<file path="config.mk">
export PLATFORM = sky130hd
export DESIGN_NAME = bt656_range_limiter
export DESIGN_NICKNAME = d
export VERILOG_FILES = /design/src/rtl/bt656_range_limiter.sv
export SDC_FILE = /design/constraint.sdc
export NUM_CORES = 1
export LEC_CHECK = 0
export ABC_AREA = 1
export BUFFER_PORTS_ARGS = -buffer_cell sky130_fd_sc_hd__buf_2
export CORE_MARGIN = 2
export CORE_UTILIZATION = 50
export CTS_BUF_LIST = sky130_fd_sc_hd__clkbuf_16
export CTS_CLUSTER_DIAMETER = 80
export DETAILED_ROUTE_END_ITERATION = 8
export PLACE_DENSITY = 0.81
export SYNTH_ARGS = -nofsm -noshare
export SYNTH_HDL_FRONTEND = slang
export SYNTH_SLANG_ARGS = --single-unit
</file>
<file path="constraint.sdc">
create_clock -name clk -period 3.35 [get_ports clk]
set_clock_uncertainty 0.05 [all_clocks]
set_input_delay 0 -clock clk [delete_from_list [all_inputs] [get_ports clk]]
set_output_delay 0 -clock clk [all_outputs]
set_load 0.05 [all_outputs]
</file>
<file path="src/rtl/bt656_range_limiter.sv">
module bt656_range_limiter #(
  parameter int unsigned NARROW_MIN   = 16,
  parameter int unsigned NARROW_Y_MAX = 235,
  parameter int unsigned NARROW_C_MAX = 240,
  parameter int unsigned WIDE_MIN     = 1,
  parameter int unsigned WIDE_MAX     = 254,
  parameter int unsigned BLANK_LEVEL  = 128,
  parameter int unsigned IDLE_LEVEL   = 16
) (
  input  logic       clk,
  input  logic       rst_n,
  input  logic       cfg_load,
  input  logic       cfg_wide,
  input  logic       cfg_blank,
  input  logic [7:0] in_sample,
  input  logic       in_is_chroma,
  input  logic       in_av_hdr,
  input  logic       in_vbi,
  output logic [7:0] out_sample,
  output logic       out_is_chroma,
  output logic       out_av_hdr,
  output logic       out_vbi
);
  localparam logic [7:0] N_MIN  = 8'(NARROW_MIN);
  localparam logic [7:0] N_YMAX = 8'(NARROW_Y_MAX);
  localparam logic [7:0] N_CMAX = 8'(NARROW_C_MAX);
  localparam logic [7:0] W_MIN  = 8'(WIDE_MIN);
  localparam logic [7:0] W_MAX  = 8'(WIDE_MAX);
  localparam logic [7:0] BLANK  = 8'(BLANK_LEVEL);
  localparam logic [7:0] IDLE   = 8'(IDLE_LEVEL);

  logic       wide_q, blank_q;
  logic [7:0] lo, hi, clamped, next_sample;
  logic       kill_chroma;

  always_ff @(posedge clk) begin
    if (!rst_n) begin
      wide_q  <= 1'b1;
      blank_q <= 1'b1;
    end else if (cfg_load) begin
      wide_q  <= cfg_wide;
      blank_q <= cfg_blank;
    end
  end

  assign lo = wide_q ? W_MIN : N_MIN;
  assign hi = wide_q ? W_MAX : (in_is_chroma ? N_CMAX : N_YMAX);

  assign clamped = (in_sample < lo) ? lo :
                   (in_sample > hi) ? hi : in_sample;

  assign kill_chroma = blank_q && in_vbi && in_is_chroma;

  assign next_sample = in_av_hdr   ? in_sample :
                       kill_chroma ? BLANK     : clamped;

  always_ff @(posedge clk) begin
    if (!rst_n) begin
      out_sample    <= IDLE;
      out_is_chroma <= 1'b0;
      out_av_hdr    <= 1'b0;
      out_vbi       <= 1'b0;
    end else begin
      out_sample    <= next_sample;
      out_is_chroma <= in_is_chroma;
      out_av_hdr    <= in_av_hdr;
      out_vbi       <= in_vbi;
    end
  end

  // reserved codes only inside headers
  p_no_reserved_r10: assert property (@(posedge clk) disable iff (!rst_n)
    !out_av_hdr |-> (out_sample != 8'h00 && out_sample != 8'hFF));

  p_narrow_luma_r1: assert property (@(posedge clk) disable iff (!rst_n)
    ($past(rst_n) && !$past(wide_q) && !out_av_hdr && !out_is_chroma)
      |-> (out_sample >= N_MIN && out_sample <= N_YMAX));

  p_narrow_chroma_r2: assert property (@(posedge clk) disable iff (!rst_n)
    ($past(rst_n) && !$past(wide_q) && !out_av_hdr && out_is_chroma)
      |-> (out_sample >= N_MIN && out_sample <= N_CMAX));

  p_wide_window_r3: assert property (@(posedge clk) disable iff (!rst_n)
    ($past(rst_n) && $past(wide_q) && !out_av_hdr)
      |-> (out_sample >= W_MIN && out_sample <= W_MAX));

  p_vbi_blank_r6: assert property (@(posedge clk) disable iff (!rst_n)
    ($past(rst_n) && $past(blank_q) && out_vbi && out_is_chroma && !out_av_hdr)
      |-> (out_sample == BLANK));

  p_hdr_bypass_r8: assert property (@(posedge clk) disable iff (!rst_n)
    ($past(rst_n) && out_av_hdr) |-> (out_sample == $past(in_sample)));

  p_flag_latency_r9: assert property (@(posedge clk) disable iff (!rst_n)
    $past(rst_n) |-> (out_is_chroma == $past(in_is_chroma) &&
                      out_av_hdr == $past(in_av_hdr) &&
                      out_vbi == $past(in_vbi)));
endmodule

</file>
==> flow_metrics.tcl <==
set metrics [dict create \
    hold_viol 0 \
    synth_top_cell_by_area "dfxtp_1" \
    finalCriticalPeriod_ns 1.887 \
    cts_tree "built" \
    swShare 0.2830 \
    critical_path.endpoint_type "register" \
    seq_area_frac_synth 0.3656 \
    synth_top_area_frac 0.3656 \
    p_seq_frac 0.335 \
    drc_errors 0 \
    grt_start_max_net_pins 9 \
    io_buffers 26 \
    die_w_um 41.74 \
    grt_overflow 0 \
    pre_cts_ws_ns 1.621 \
    dr.pass1.iters 4 \
    ys.flop_type "dfxtp_1" \
    layout-drive-gt1-share 0.2252 \
    antennaDiodeCount 0 \
    async_flop_share 0 \
    ir_drop_v 0.0002273 \
    power.switching_w 0.0001432 \
    clock_sinks 13 \
    pin_count 27 \
    die_h_um 41.74 \
    nets 172 \
    hold_buffers 14 \
    ys_top_cells_by_area "dfxtp_1 (37%), nand2_1 (18%), inv_1 (9.0%)" \
    drv_cap 0 \
    vias 824 \
    leakage_nw 0.6208 \
    required_ns 3.43 \
    area_growth_pct 50.97 \
    yosysWarnings 0 \
    drt_wl_total_um 1935 \
    cp_cell_sequence "dlygate4sd3_1, buf_2, a21oi_1, dlygate4sd3_1, o21ai_0, dlygate4sd3_1" \
    htreeDepth 1 \
    place_congestion 0.8857 \
    clockRootBuffer "clkbuf_16" \
    clkPwrFrac 0.442 \
    postPlaceCellArea_um2 855.8 \
    vias_per_cell 4.964 \
    clk_latency_ns 0.24 \
    cp.arrival_ns 1.96 \
    syn-num-nets 128 \
    antenna_found_initial 0 \
    wl_per_cell_um 11.66 \
    die_area_mm2 0.001742 \
    criticalPathCategory "primary input to register" \
    crit_fanout 1 \
    fin_tns_setup_ns 0 \
    status "finished, final reports clean" \
    nFillCells 89 \
    yosysUniqueCellTypes 19 \
    power_frac_comb 0.222 \
    rsz0062_at_grt "no" \
    cts_inserted_buffers 3 \
    placement_rows 13 \
    synth_edf_count 0 \
    final_util 0.8158 \
    fmax_mhz 529.9 \
    worst_slack_ns 1.463 \
    drv_slew 0 \
    multi_input_comb_area_um2 379.1 \
    syn_area_um2 711.9 \
    cp_slowest_stage_delay_ns 0.56 \
    dpl.hpwl_um 1281 \
    powerDensity_mw_per_mm2 470.7 \
    ff_latch_area_um2 260.3 \
    worst_pin_slew_ns 0.2937 \
    grt_pass1_wl_um 3318 \
    netlist_instances 108 \
    path_clk_slew_ns 0.04 \
    initial_core_util 0.5404 \
    grt_pass1_vias 778 \
    clockBufferDepth 2 \
    setup_viol 0 \
    worstSetupStartpointType "primary input" \
    path_common_cell "dlygate4sd3_1" \
    avgSynthCellArea_um2 6.592 \
    cts_resized 0 \
    dr.first_iter.drc_count 18 \
    post-route-period-util 0.5633 \
    grt.total_usage 0.2525 \
    min_path_type "primary input to register" \
    synth_most_common_cell "nand2_1" \
    cts_setup_buffers 0 \
    ant_nets 0 \
    finish.instance_area_mm2 0.001075 \
    slew_headroom 0.8025 \
    internal_power_w 0.0003628 \
    synth-seq-cells 13 \
    slowest_stage "dlygate4sd3_1" \
    synthTopCellsByCount "nand2_1 (35), inv_1 (17), dfxtp_1 (13), nor2_1 (9), nand3_1 (7)" \
    design.core.area_mm2 0.001318 \
]
==> stage by stage <==
step | total power [W] | hold slack, ns | cells
2_1_floorplan | 0.0002393 | 0.04345 | 108
3_3_place_gp | 0.0002669 | 0.1451 | 148
3_5_place_dp | 0.0002687 | 0.1480 | 148
4_1_cts | 0.0005054 | 0.002061 | 166
5_1_grt | 0.0005234 | 0.03281 | 166
6_report | 0.0005059 | 0.003931 | 166
==> metal layers <==
layer | share of wire | global-route usage | vias to the layer above
met4 | 0.037 | 0.1613 | 0
met5 | 0 | 0 | -
li1 | - | - | 425
met1 | 0.42 | 0.2910 | 360
met2 | 0.50 | 0.4219 | 32
met3 | 0.045 | 0.04783 | 7
==> final timing paths <==
path              startpoint       endpoint  slack, ns  cells after the start
hold / removal         rst_n  out_is_chroma      0.004                      3
setup / recovery   cfg_blank        blank_q       1.46                      6
hold reg to reg      blank_q  out_sample[7]       0.54                      4
setup reg to reg      wide_q  out_sample[4]       1.59                     13
==> critical path: cells and delay by family <==
kind | cells | cell delay, ns
compound gates | 2 | 0.19
buf+inv | 4 | 1.77
==> cell type report <==
cell class	count	share of cell area
clock inverter	1	0.003492
tap	15	0.01746
inverter	18	0.06286
multi-input combinational	76	0.3527
sequential	13	0.2421
timing repair buffer	40	0.2515
clock buffer	3	0.06985
==> logic make-up after synthesis <==
family	after synthesis	share of synthesized area
AO/OA/AOI/OAI	14	0.1107
flip-flops	13	0.3656
AND/OR/NAND/NOR	58	0.3515
adder cells (fa/ha/maj)	4	0.07030
buffers and inverters	19	0.1019
==> power by group through the flow <==
stage / logic (W) / clock network (W) / registers (W)
finish: 0.000113 / 0.000224 / 0.000170
global route: 0.000123 / 0.000230 / 0.000170
CTS: 0.000111 / 0.000225 / 0.000170
detailed placement: 0.0000965 / 0 / 0.000172
global placement: 0.0000953 / 0 / 0.000172
floorplan: 0.0000361 / 0 / 0.000203
==> cells in the final DEF, fill, tap and decap left out <==
| cell | count |
|---|---|
| o21ai_0 | 4 |
| o22ai_1 | 1 |
| o21bai_1 | 2 |
| dlygate4sd3_1 | 14 |
| nand3_1 | 7 |
| inv_2 | 1 |
| nand2_1 | 35 |
| nand2_4 | 1 |
| ha_1 | 4 |
| nand2_2 | 2 |
| clkbuf_16 | 3 |
| nand4_1 | 2 |
| nor2_1 | 9 |
| o21ai_1 | 3 |
| a21oi_1 | 3 |
| nand3b_1 | 1 |
| inv_1 | 18 |
| nor2_2 | 1 |
| o31ai_1 | 1 |
| buf_2 | 26 |
| dfxtp_1 | 13 |
==> registers in the layout, summed over array words and instances, names as in the netlist <==
register and flops:
out_vbi 1, wide_q 1, out_is_chroma 1, blank_q 1, out_av_hdr 1, out_sample 8
Power figures use the tool's default switching activity.
